==> config.mk <==
export PLATFORM = sky130hd
export DESIGN_NAME = chip_sec_codec
export DESIGN_NICKNAME = d
export VERILOG_FILES = /design/src/rtl/chip_sec_pkg.sv /design/src/rtl/chip_sec_enc.sv /design/src/rtl/chip_sec_syn.sv /design/src/rtl/chip_sec_dec.sv /design/src/rtl/chip_sec_codec.sv
export SDC_FILE = /design/constraint.sdc
export NUM_CORES = 1
export LEC_CHECK = 0
export ABC_AREA = 1
export BUFFER_PORTS_ARGS = -buffer_cell sky130_fd_sc_hd__buf_4
export CORE_UTILIZATION = 45
export DETAILED_ROUTE_END_ITERATION = 8
export PLACE_DENSITY = 0.73
export SETUP_SLACK_MARGIN = 0.1
export SYNTH_ARGS = -nofsm -noshare
export SYNTH_HDL_FRONTEND = slang
export SYNTH_HIERARCHICAL = 1
export SYNTH_SLANG_ARGS = --single-unit
==> constraint.sdc <==
create_clock -name clk -period 1.5 [get_ports clk]
set_input_delay 0.3 -clock clk [delete_from_list [all_inputs] [get_ports clk]]
set_output_delay 0.3 -clock clk [all_outputs]
set_load 0.05 [all_outputs]
==> src/rtl/chip_sec_pkg.sv <==
package chip_sec_pkg;

    localparam int DEV_W  = 4;
    localparam int N_DEV  = 3;
    localparam int WORD_W = DEV_W * N_DEV;
    localparam int CHK_W  = 4;
    localparam int DATA_W = WORD_W - CHK_W;

    typedef logic [CHK_W-1:0]  syn_t;
    typedef logic [WORD_W-1:0] word_t;
    typedef logic [DATA_W-1:0] data_t;

    typedef enum logic [1:0] {
        CLS_CLEAN  = 2'd0,
        CLS_SINGLE = 2'd1,
        CLS_MULTI  = 2'd2
    } cls_t;

    // Column of word bit i: an invertible linear map applied to (i + DEV_W).
    // The values i+DEV_W run over the three non-trivial cosets of span{1,2},
    // one coset per device, so same-device pair sums fall outside the column set.
    function automatic syn_t h_col(input int i);
        logic [3:0] v;
        v = 4'(i + DEV_W);
        return {v[1], v[3] ^ v[1], v[0], v[2] ^ v[0]};
    endfunction

    function automatic bit is_chk(input int i);
        return $countones(h_col(i)) == 1;
    endfunction

    function automatic int chk_pos(input int k);
        int r;
        r = 0;
        for (int i = 0; i < WORD_W; i++)
            if (h_col(i) == syn_t'(1 << k)) r = i;
        return r;
    endfunction

    function automatic int data_pos(input int j);
        int r;
        int n;
        r = 0;
        n = 0;
        for (int i = 0; i < WORD_W; i++) begin
            if (!is_chk(i)) begin
                if (n == j) r = i;
                n++;
            end
        end
        return r;
    endfunction

    function automatic data_t data_field(input word_t w);
        data_t d;
        for (int j = 0; j < DATA_W; j++) d[j] = w[data_pos(j)];
        return d;
    endfunction

endpackage

==> src/rtl/chip_sec_enc.sv <==
module chip_sec_enc
    import chip_sec_pkg::*;
(
    input  data_t data_i,
    output word_t word_o
);

    always_comb begin
        word_t w;
        w = '0;
        for (int j = 0; j < DATA_W; j++) w[data_pos(j)] = data_i[j];
        for (int k = 0; k < CHK_W; k++) begin
            logic p;
            p = 1'b0;
            for (int j = 0; j < DATA_W; j++)
                if (h_col(data_pos(j))[k]) p = p ^ data_i[j];
            w[chk_pos(k)] = p;
        end
        word_o = w;
    end

endmodule

==> src/rtl/chip_sec_syn.sv <==
module chip_sec_syn
    import chip_sec_pkg::*;
(
    input  word_t word_i,
    output word_t flip_o,
    output cls_t  cls_o
);

    syn_t syn;

    always_comb begin
        syn = '0;
        for (int i = 0; i < WORD_W; i++)
            if (word_i[i]) syn = syn ^ h_col(i);
    end

    for (genvar g = 0; g < WORD_W; g++) begin : g_loc
        assign flip_o[g] = (syn == h_col(g));
    end

    always_comb begin
        if (syn == '0)   cls_o = CLS_CLEAN;
        else if (|flip_o) cls_o = CLS_SINGLE;
        else             cls_o = CLS_MULTI;
    end

endmodule

==> src/rtl/chip_sec_dec.sv <==
module chip_sec_dec
    import chip_sec_pkg::*;
(
    input  logic  clk,
    input  logic  rst_n,
    input  logic  strobe_i,
    input  word_t word_i,
    input  word_t flip_i,
    input  cls_t  cls_i,
    output data_t data_o,
    output logic  ready_o,
    output logic  fixed_o,
    output logic  fault_o
);

    typedef enum logic [1:0] {
        DS_IDLE  = 2'd0,
        DS_CLEAN = 2'd1,
        DS_FIXED = 2'd2,
        DS_FAULT = 2'd3
    } dstate_t;

    dstate_t state_q, state_d;
    data_t   data_q;

    function automatic dstate_t on_strobe(input cls_t c);
        dstate_t s;
        unique case (c)
            CLS_CLEAN:  s = DS_CLEAN;
            CLS_SINGLE: s = DS_FIXED;
            default:    s = DS_FAULT;
        endcase
        return s;
    endfunction

    always_comb begin
        unique case (state_q)
            DS_IDLE:  state_d = strobe_i ? on_strobe(cls_i) : DS_IDLE;
            DS_CLEAN: state_d = strobe_i ? on_strobe(cls_i) : DS_IDLE;
            DS_FIXED: state_d = strobe_i ? on_strobe(cls_i) : DS_IDLE;
            DS_FAULT: state_d = strobe_i ? on_strobe(cls_i) : DS_IDLE;
            default:  state_d = DS_IDLE;
        endcase
    end

    always_ff @(posedge clk or negedge rst_n) begin
        if (!rst_n) state_q <= DS_IDLE;
        else        state_q <= state_d;
    end

    always_ff @(posedge clk or negedge rst_n) begin
        if (!rst_n)
            data_q <= '0;
        else if (strobe_i)
            data_q <= (cls_i == CLS_SINGLE) ? data_field(word_i ^ flip_i)
                                            : data_field(word_i);
    end

    always_comb begin
        ready_o = 1'b0;
        fixed_o = 1'b0;
        fault_o = 1'b0;
        unique case (state_q)
            DS_IDLE:  ;
            DS_CLEAN: ready_o = 1'b1;
            DS_FIXED: begin ready_o = 1'b1; fixed_o = 1'b1; end
            DS_FAULT: begin ready_o = 1'b1; fault_o = 1'b1; end
            default:  ;
        endcase
    end

    assign data_o = data_q;

endmodule

==> src/rtl/chip_sec_codec.sv <==
module chip_sec_codec
    import chip_sec_pkg::*;
(
    input  logic              clk,
    input  logic              rst_n,
    input  logic [DATA_W-1:0] enc_data_i,
    output logic [WORD_W-1:0] enc_word_o,
    input  logic              dec_strobe_i,
    input  logic [WORD_W-1:0] dec_word_i,
    output logic [DATA_W-1:0] dec_data_o,
    output logic              dec_ready_o,
    output logic              dec_fixed_o,
    output logic              dec_fault_o
);

    word_t flip;
    cls_t  cls;

    chip_sec_enc u_enc (
        .data_i (enc_data_i),
        .word_o (enc_word_o)
    );

    chip_sec_syn u_syn (
        .word_i (dec_word_i),
        .flip_o (flip),
        .cls_o  (cls)
    );

    chip_sec_dec u_dec (
        .clk      (clk),
        .rst_n    (rst_n),
        .strobe_i (dec_strobe_i),
        .word_i   (dec_word_i),
        .flip_i   (flip),
        .cls_i    (cls),
        .data_o   (dec_data_o),
        .ready_o  (dec_ready_o),
        .fixed_o  (dec_fixed_o),
        .fault_o  (dec_fault_o)
    );

endmodule

==> metrics.md, run 1 <==
| Metric | Value |
|---|---|
| Total gr overflow | 0 |
| Status | finished with violations |
| Failing checks | DRC, setup timing |
| Max Cap Viol | 0 |
| Share of cells above drive strength 1 | 0.370 |
| Final GP Congestion | between 0.8 and 0.9 |
| Final hold vios | 0 |
| Core area | between 0.002 and 0.003 mm^2 |
| Tot Pwr | 1410 uW |
| Largest net degree at the start of global routing | 19 |
| VDD IR max | 0.567 mV |
| Place WS | -0.376 ns |
| Startpoint Class | input pin |
| DRC Markers | 10 |
| Worst endpoint required time | around 1.7 ns |
| Fin crit share | 1.06 |
| Setup CP Type | in2reg |
| PortBufs | 45 |
| Gr usage total | 0.212 |
| Starting density of the core | 0.482 |
| Initial DRC count | 52 |
| Clock transition at the registers of the reported paths | 0.06 ns |
| Final setup violating endpoints | 10 |
| Synth warn | 6 |
| Beginning of the critical path | dec_word_i[8] |
| CTS root buf | clkbuf_4 |
| Post-Layout Cell Count | around 340 |
| Post-DR wirelength/cell | 9.66 um |
| ANT nets after route | 0 |
| Clock Skews | 0 ns |
| Synth Area per Inst | around 5.4 um^2 |
| Crit end category | flip-flop |
| Number of clock sinks | 10 |
| Crit-path max FO | 17 |
| Worst slew pin tran | 0.205 ns |
| Initial DRT Pass Iterations | 6 |
| Layout Utilization | 0.696 |
| Via count | 1,613 |
| # nets final | 333 |
| Antenna violations before repair | 0 |
| Crit path time final | 1.59 ns |
| # IOs | 46 |
| Die width | about 57 um |
| Dpl cells | 328 |
| Area added between synthesis and finish | 44.3% |
| Static leakage | 0.00119 uW |
| Die height | 56.8 um |
| Worst R2R Start | u_dec/data_o[5] |
| First-pass GRT wire length | 5580 um |
| RR Endpoint | u_dec/data_o[5] |
| Slew Viols, Final | 0 |
| Antenna Cells | 0 |
| Mapped Area | 0.00135 mm^2 |
| Clk buf depth | 2 |
| Dpl hpwl | 2520 um |
| Pwr Density | 722 mW/mm^2 |
| CTS tree | yes |
| Worst EP arrival | 1.74 ns |
| Max Clock Freq | around 0.63 GHz |
| Worst Setup EP | u_dec/data_o[6] |
| Mapped Cells | 250 |
| Rows | 19 |
| Die area | 0.00323 mm^2 |
| Flop-to-flop setup slack | 0.89 ns |
| # H-tree levels | 1 |
| RSZ-0062 raised after global routing | true |
| Syn Nets | about 270 |
| DR vias/cell | 4.76 |
| Worst rel slew slack | 0.863 |
| HP Class | in2reg |
| Total Wirelength | 3280 um |
| Setup Total Neg Slack | -0.403 ns |
| TritonCTS buffer count | 3 |
| Vias in the first global route | 1,407 |
| R2R depth | 2 |
| Setup WS post-layout | -0.0883 ns |
| Worst-Skew Late Latency | roughly 0.26 ns |
[state kept, by name (all words and copies together), names as in the netlist]
register and flops:
u_dec/state_q 2, u_dec/data_o 8
[power breakdown]
group | switching [uW] | leakage [uW] | internal [uW] | total [uW]
registers | 16.9 | 0.000123 | 299 | 316
clock network | 87.7 | 0.0000138 | 92.5 | 180
logic | 572 | 0.00105 | 341 | 913
[stage by stage]
step,cell area (um^2),hold slack [ns]
finish,1950,0.343
global route,1950,0.331
CTS,1810,0.341
detailed placement,1730,0.134
global placement,1730,0.133
floorplan,1350,0.00441
[worst min path at each step]
stage          cells past startpoint              end          from  slack [ns]
2_1_floorplan                      0  u_dec/data_o[0]         rst_n       0.004
3_3_place_gp                       1  u_dec/data_o[5]         rst_n        0.13
3_5_place_dp                       1  u_dec/data_o[5]         rst_n        0.13
4_1_cts                            3  u_dec/data_o[7]  dec_strobe_i        0.34
5_1_grt                            3  u_dec/data_o[0]  dec_strobe_i        0.33
6_report                           3  u_dec/data_o[7]  dec_strobe_i        0.34
[critical path: stages]
cell and delay (ns):
buf_8 0.10, or2_4 0.24, nand3b_1 0.17, nand3_2 0.11, nand2_2 0.10, nand2_4 0.06, nand2_4 0.07, nand2_4 0.06
nor2_4 0.14, inv_6 0.08, nand3_1 0.08, nand2_1 0.06, nand3_1 0.09, nand2_1 0.06
[final cells by class]
| class | instances | area [um^2] |
|---|---|---|
| clock buffers | 3 | 22.5 |
| inverters | 37 | 144 |
| multi-input cells | 191 | 946 |
| well taps | 31 | 38.8 |
| fillers | 273 | 853 |
| repair buffers | 67 | 551 |
| flip-flops and latches | 10 | 250 |
[metal layers]
| metal | part of all wire | global-route usage | up-vias | wire (um) |
|---|---|---|---|---|
| met5 | 0 | 0 | - | 0 |
| met4 | 0.0064 | 0.0209 | 0 | 21 |
| met3 | 0.057 | 0.0461 | 2 | 188 |
| met2 | 0.52 | 0.376 | 42 | 1690 |
| met1 | 0.42 | 0.273 | 700 | 1370 |
| li1 | - | - | 869 | - |
[cells in the final DEF, fill, tap and decap left out, drive strengths merged]
master and instances:
dlygate4sd3 1, buf 66, xnor2 1, nand3 31, nand2 126, nand3b 1
xor2 3, inv 37, dfrtp 10, nor2 17, nand4 8, clkbuf 3
a21oi 1, or2 3
[what timing repair did]
item,4_1_cts,5_1_grt
hold buffers,1,0
gates resized for setup,9,33
pin swaps,1,3
setup endpoints to repair,12,13
buffers inserted,2,5
hold endpoints to repair,10,0
Note: power is estimated with default switching activity, not from simulation.
==> run 2, diff against run 1 <==
--- a/config.mk
+++ b/config.mk
@@ -8,7 +8,7 @@
 export ABC_AREA = 1
 export BUFFER_PORTS_ARGS = -buffer_cell sky130_fd_sc_hd__buf_4
-export CORE_UTILIZATION = 45
+export CORE_UTILIZATION = 55
 export DETAILED_ROUTE_END_ITERATION = 8
-export PLACE_DENSITY = 0.73
+export PLACE_DENSITY = 0.86
 export SETUP_SLACK_MARGIN = 0.1
 export SYNTH_ARGS = -nofsm -noshare
==> constraint.sdc (replaced) <==
create_clock -name clk -period 1.5 [get_ports clk]
set_input_delay 0.225 -clock clk [delete_from_list [all_inputs] [get_ports clk]]
set_output_delay 0.225 -clock clk [all_outputs]
set_load 0.05 [all_outputs]
==> run 2 against run 1 <==
Effect of this change:
- the run ends with setup timing left
- utilization is 14 points higher
- sequential power hardly changed
- critical path depth stayed put
- first-iteration DRC count is 13% lower
- sequential cell count stayed put
- register-to-register slack worse by 0.03 ns
- sequential share of layout area is 0.52 points higher
- worst hold slack worse by 0.078 ns
- via count is 4.0% higher
- critical path type unchanged
- largest power group unchanged
==> metrics.md, run 2 (same netlist as run 1, synthesis figures left out) <==
| Metric | Value |
|---|---|
| Share of cells above drive strength 1 | 0.338 (was 0.370) |
| Hold Path Cell Cnt | 3 (unchanged) |
| Crit end category | flip-flop (unchanged) |
| Worst slew pin tran | 0.305 ns (was 0.205 ns) |
| R2R depth | 2 (unchanged) |
| Rows | 17 (was 19) |
| Fin area | 0.00188 mm^2 (was 0.00195 mm^2) |
| Gr usage total | 0.268 (was 0.212) |
| Total Wirelength | 3510 um (was 3280 um) |
| # nets final | 329 (was 333) |
| Number of clock sinks | 10 (unchanged) |
| Setup WS post-layout | -0.0147 ns (was -0.0883 ns) |
| RR Endpoint | u_dec/data_o[2] (was u_dec/data_o[5]) |
| Worst R2R Start | u_dec/data_o[2] (was u_dec/data_o[5]) |
| Die height | 51.6 um (was 56.8 um) |
| Commonest non-fill, non-tap cell in the layout | nand2_1 (unchanged) |
| Cell area after placement | 0.00173 mm^2 (about the same) |
| RSZ-0062 raised after global routing | true (unchanged) |
| Vias in the first global route | 1,430 (was 1,407) |
| Largest net degree at the start of global routing | 19 (unchanged) |
| Max Cap Viol | 0 (unchanged) |
| # H-tree levels | 1 (unchanged) |
| Worst EP arrival | 1.68 ns (was 1.74 ns) |
| Clock Skews | 0 ns (unchanged) |
| Max Clock Freq | 0.660 GHz (was 0.630 GHz) |
| Status | finished with violations (unchanged) |
| Dpl hpwl | 2670 um (was 2520 um) |
| PortBufs | 45 (unchanged) |
| Worst rel slew slack | 0.796 (was 0.863) |
| Final GP Congestion | 0.815 (was 0.810) |
| Antenna Cells | 0 (unchanged) |
| Fin crit share | 1.01 (was 1.06) |
| Final setup violating endpoints | 2 (was 10) |
| Fill count | 163 (was 273) |
| VDD IR max | 0.873 mV (was 0.567 mV) |
| Crit path time final | 1.51 ns (was 1.59 ns) |
| CTS root buf | clkbuf_4 (unchanged) |
| Initial DRT Pass Iterations | 4 (was 6) |
| Die area | 0.00266 mm^2 (was 0.00323 mm^2) |
| Most frequent cells in the layout | nand2_1, buf_4, inv_1 (was nand2_1, buf_4, inv_1, nand3_1, nand2_2) |
| Static leakage | 0.00116 uW (was 0.00119 uW) |
| # IOs | 46 (unchanged) |
| Worst-Skew Late Latency | 0.27 ns (was 0.26 ns) |
| Reg area | 250 um^2 (unchanged) |
| DR vias/cell | 5.04 (was 4.76) |
| Flop-to-flop setup slack | 0.86 ns (was 0.89 ns) |
| Final hold vios | 0 (unchanged) |
| Antenna violations before repair | 0 (unchanged) |
| ANT nets after route | 0 (unchanged) |
| First-pass GRT wire length | 5460 um (was 5580 um) |
| Area added between synthesis and finish | 38.7% (was 44.3%) |
| TritonCTS buffer count | 3 (unchanged) |
| Hold Path Sink | u_dec/data_o[0] (was u_dec/data_o[7]) |
| Slew Viols, Final | 0 (unchanged) |
| Core area | 0.00225 mm^2 (was 0.00281 mm^2) |
| DRC Markers | 0 (was 10) |
| Via count | 1,677 (was 1,613) |
| Worst endpoint required time | 1.66 ns (was 1.65 ns) |
| Pwr Density | 762 mW/mm^2 (was 722 mW/mm^2) |
| Die width | 51.6 um (was 56.8 um) |
| Max reg flops | 8 (unchanged) |
| Post-DR wirelength/cell | 10.5 um (was 9.66 um) |
| CTS tree | yes (unchanged) |
| Area of the multi-input gates | 908 um^2 (was 946 um^2) |
| Clock transition at the registers of the reported paths | 0.07 ns (was 0.06 ns) |
| Initial DRC count | 45 (was 52) |
| Setup CP Type | in2reg (unchanged) |
| Failing checks | setup timing (was DRC, setup timing) |
| Clk buf depth | 2 (unchanged) |
| Crit-path max FO | 17 (unchanged) |
| Place WS | -0.319 ns (was -0.376 ns) |
| Hold Path Origin | dec_strobe_i (unchanged) |
| HP Class | in2reg (unchanged) |
| Starting density of the core | 0.600 (was 0.482) |
| Startpoint Class | input pin (unchanged) |
| Total gr overflow | 0 (unchanged) |
[run 2: cell count changes in the layout (fill, tap and decap cells not counted), moves of 2 or more]
cell,change
nand2_2,-3
inv_1,+2
nor2_4,-2
buf_8,-2
nand2_1,+4
inv_2,-2
[run 2: worst max-delay path by stage]
stage                            endpoint     startpoint  depth (start not counted)
final                     u_dec/data_o[4]  dec_word_i[8]                         14
after global routing      u_dec/data_o[2]  dec_word_i[7]                         17
after CTS                 u_dec/data_o[6]  dec_word_i[8]                         14
after detailed placement  u_dec/data_o[6]  dec_word_i[8]                         14
after global placement    u_dec/data_o[6]  dec_word_i[5]                         14
after floorplan           u_dec/data_o[6]  dec_word_i[8]                         16
[run 2: through the flow]
step                      setup TNS, ns  hold slack, ns  total power [uW]  instances  utilization
after global routing             -0.782           0.277              1510        333        0.832
after detailed placement          -2.65          0.0619              1120        326        0.769
final                           -0.0161           0.264              1430        333        0.832
after global placement            -1.89          0.0570              1100        326        0.769
after floorplan                  -0.317         -0.0706               885        250            -
after CTS                             0           0.263              1370        331        0.795
[run 2: layout make-up]
cell class	instances	share of cell area
Tap cell	28	0.0187
Timing Repair Buffer	63	0.268
Clock buffer	4	0.0193
Sequential cell	10	0.133
Inverter	37	0.0767
Multi-Input combinational cell	191	0.484
[run 2: layer usage]
layer	global-route usage	wire [um]	up-vias
met5	0	0	-
met4	0.0946	25	0
met3	0.0556	229	4
met2	0.496	1820	69
met1	0.299	1430	736
li1	-	-	868
[run 2: what timing repair did]
item                                    4_1_cts  5_1_grt
pin swaps                                     0        5
gates resized for setup                       4       21
endpoints found under the hold margin        10        0
hold buffers                                  1        0
buffers inserted                              0        3
endpoints found under the setup margin        9       11
[run 2: where the power goes]
part	internal [uW]	switching, uW	total [uW]
Clock	148	98.4	246
Combinational	305	560	866
Sequential	299	18.6	318
Total	752	677	1430
[run 2: worst max-delay path, stage by stage]
cell      delay (ns)
buf_8           0.10
or2_4           0.25
nand3b_1        0.16
nand3_1         0.12
nand2_2         0.10
nand2_4         0.07
nand2_4         0.06
nand2_4         0.06
nor2_4          0.17
inv_6           0.09
nand3_1         0.09
nand2_1         0.07
nand3_1         0.08
nand2_1         0.04
==> run 3, diff against run 2 <==
--- a/config.mk
+++ b/config.mk
@@ -8,4 +8,5 @@
 export ABC_AREA = 1
 export BUFFER_PORTS_ARGS = -buffer_cell sky130_fd_sc_hd__buf_4
+export CORE_MARGIN = 2
 export CORE_UTILIZATION = 55
 export DETAILED_ROUTE_END_ITERATION = 8
==> constraint.sdc (replaced) <==
create_clock -name clk -period 1.5 [get_ports clk]
set_input_delay 0.225 -clock clk [delete_from_list [all_inputs] [get_ports clk]]
set_output_delay 0.225 -clock clk [all_outputs]
set_load 0.01 [all_outputs]
==> run 3 against run 2 <==
Effect of this change:
- global-route usage rose by 1.0 points
- largest cell class unchanged
- the run still ends with setup timing left
- final cell count rose by 0.90%
- wire length rose by 10%
- critical endpoint is now u_dec/data_o[6]
- clock-buffer cell count fell by 1
- design area rose by 1.7%
- maximum frequency fell by 3.9%
- first-iteration DRC count rose by 36%
==> metrics.md, run 3 (same netlist as run 1, synthesis figures left out) <==
| Metric | Value |
|---|---|
| Status | finished with violations (unchanged) |
| Failing checks | setup timing (unchanged) |
| Fin crit share | 1.05 (was 1.01) |
| Fill count | 177 (was 163) |
| Crit path time final | 1.58 ns (was 1.51 ns) |
| Max Clock Freq | 0.634 GHz (was 0.660 GHz) |
| Worst slew pin tran | 0.250 ns (was 0.305 ns) |
| Final setup violating endpoints | 10 (was 2) |
| Vias in the first global route | 1,448 (was 1,430) |
| Sequential group share of total power | 0.268 (was 0.222) |
| Commonest non-fill, non-tap cell in the layout | nand2_1 (unchanged) |
| Share of cells above drive strength 1 | 0.364 (was 0.338) |
| PortBufs | 45 (unchanged) |
| Switch Pwr | 493 uW (was 677 uW) |
| Die height | 53.6 um (was 51.6 um) |
| Dpl hpwl | 2600 um (was 2670 um) |
| Initial DRT Pass Iterations | 6 (was 4) |
| R2R depth | 2 (unchanged) |
| Antenna violations before repair | 0 (unchanged) |
| Post-Layout Cell Count | 336 (was 333) |
| Worst-Skew Late Latency | 0.26 ns (was 0.27 ns) |
| Antenna Cells | 0 (unchanged) |
| Clk buf depth | 2 (unchanged) |
| # nets final | 333 (was 329) |
| Reg area | 250 um^2 (unchanged) |
| Crit end category | flip-flop (unchanged) |
| Die area | 0.00287 mm^2 (was 0.00266 mm^2) |
| TritonCTS buffer count | 3 (unchanged) |
| DR vias/cell | 5.11 (was 5.04) |
| Largest net degree at the start of global routing | 19 (unchanged) |
| Worst rel slew slack | 0.833 (was 0.796) |
| Total gr overflow | 0 (unchanged) |
| Most frequent CP cell | nand2_2 |
| CTS tree | yes (unchanged) |
| Worst EP arrival | 1.73 ns (was 1.68 ns) |
| Core area | 0.00228 mm^2 (was 0.00225 mm^2) |
| # IOs | 46 (unchanged) |
| Worst endpoint required time | 1.65 ns (was 1.66 ns) |
| Slowest-stage cell, CP | nor2_4 (was or2_4) |
| Flop-to-flop setup slack | 0.86 ns (about the same) |
| Final GP Congestion | 0.840 (was 0.815) |
| Comb power frac | 0.581 (was 0.606) |
| Total Wirelength | 3870 um (was 3510 um) |
| VDD IR max | 0.593 mV (was 0.873 mV) |
| HP Class | in2reg (unchanged) |
| CTS root buf | clkbuf_4 (unchanged) |
| Die width | 53.6 um (was 51.6 um) |
| Critical path's largest stage delay | 0.22 ns (was 0.25 ns) |
| Hold Path Cell Cnt | 3 (unchanged) |
| Crit-path max FO | 8 (was 17) |
| Area added between synthesis and finish | 41.1% (was 38.7%) |
| Via count | 1,717 (was 1,677) |
| Initial DRC count | 61 (was 45) |
| Worst-path cell chain | buf_12 -> or2_1 -> nand2_1 -> nand2_2 -> nand2_2 -> nand2_2 -> nand2_2 -> nand2_2 -> nand2_2 -> nand2_4 -> nor2_4 -> inv_2 -> nand3_1 -> nand2_1 -> nand3_1 -> nand2_1 (was buf_8 -> or2_4 -> nand3b_1 -> nand3_1 -> nand2_2 -> nand2_4 -> nand2_4 -> nand2_4 -> nor2_4 -> inv_6 -> nand3_1 -> nand2_1 -> nand3_1 -> nand2_1) |
| Clock transition at the registers of the reported paths | 0.06 ns (was 0.07 ns) |
| Max reg flops | 8 (unchanged) |
| Rows | 17 (unchanged) |
| Final hold vios | 0 (unchanged) |
| Max Cap Viol | 0 (unchanged) |
| Post-DR wirelength/cell | 11.5 um (was 10.5 um) |
| Slew Viols, Final | 0 (unchanged) |
| Starting density of the core | 0.594 (was 0.600) |
| Gr usage total | 0.278 (was 0.268) |
| First-pass GRT wire length | 5970 um (was 5460 um) |
| Pwr Density | 622 mW/mm^2 (was 762 mW/mm^2) |
| Most frequent cells in the layout | nand2_1, buf_4, inv_1 (unchanged) |
| DRC Markers | 0 (unchanged) |
| Sw frac | 0.415 (was 0.474) |
| Setup WS post-layout | -0.0768 ns (was -0.0147 ns) |
| Area of the multi-input gates | 935 um^2 (was 908 um^2) |
| Setup CP Type | in2reg (unchanged) |
| Startpoint Class | input pin (unchanged) |
| Dpl cells | 327 (was 326) |
| Clock Power Share | 0.150 (was 0.172) |
| Clock Skews | 0 ns (unchanged) |
| Tot Pwr | 1190 uW (was 1430 uW) |
| # H-tree levels | 1 (unchanged) |
| Number of clock sinks | 10 (unchanged) |
| Int Pwr | 694 uW (was 752 uW) |
| Static leakage | 0.00118 uW (was 0.00116 uW) |
| RSZ-0062 raised after global routing | true (unchanged) |
| ANT nets after route | 0 (unchanged) |
==> run 3: changes by cell type in the layout (fill, tap and decap cells not counted), sizes merged <==
cell	before	now
clkbuf	4	3
inv	37	39
buf	62	64
==> run 3: path summary, 6_finish.rpt <==
kind / to / start
worst min register to register: u_dec/data_o[1] / u_dec/data_o[1]
worst max register to register: u_dec/data_o[6] / u_dec/data_o[6]
min in group asynchronous: u_dec/data_o[5] / rst_n
max in group asynchronous: u_dec/data_o[6] / rst_n
worst max-delay path: u_dec/data_o[6] / dec_word_i[5]
worst min-delay path: u_dec/data_o[5] / dec_strobe_i
==> run 3: worst max-delay path: cells and delay by family <==
| family | cells | cell delay, ns |
|---|---|---|
| and+or+nand+nor | 14 | 1.29 |
| buffers and inverters | 2 | 0.22 |
==> run 3: timing repair <==
item,CTS,global route
hold buffers,1,0
endpoints found under the setup margin,9,10
pin swaps,3,7
endpoints found under the hold margin,10,0
setup buffers,1,2
cloned,2,0
gates resized for setup,15,14
==> run 3: cell type report <==
type	instances	area share
timing repair inverter	2	0.00393
inverter	37	0.0754
clock buffer	3	0.0118
sequential	10	0.131
tap	28	0.0184
multi-input combinational	191	0.490
timing repair buffer	65	0.270
==> run 3: routing by layer <==
metal / up-vias / track usage / wire [um]
li1: 880 / - / -
met1: 742 / 0.318 / 1570
met2: 83 / 0.514 / 1960
met3: 12 / 0.0500 / 248
met4: 0 / 0.0940 / 89
met5: - / 0 / 0
==> run 3: through the flow <==
step                 util  cell area (um^2)  hold WS (ns)  setup WS, ns  TNS, ns
finish              0.838              1910         0.277       -0.0768   -0.526
global route        0.838              1910         0.279        -0.210    -1.72
CTS                 0.810              1840         0.262        0.0262        0
detailed placement  0.765              1740        0.0601        -0.311    -2.64
global placement    0.765              1740        0.0571        -0.262    -2.11
floorplan               -              1350       -0.0706       -0.0663   -0.314
==> run 3: power by group through the flow <==
| stage | registers, uW | clock network [uW] | logic, uW |
|---|---|---|---|
| 3_3_place_gp | 321 | 0 | 585 |
| 4_1_cts | 317 | 184 | 641 |
| 5_1_grt | 321 | 195 | 761 |
| 3_5_place_dp | 322 | 0 | 598 |
| 6_report | 318 | 179 | 691 |
| 2_1_floorplan | 330 | 0 | 365 |
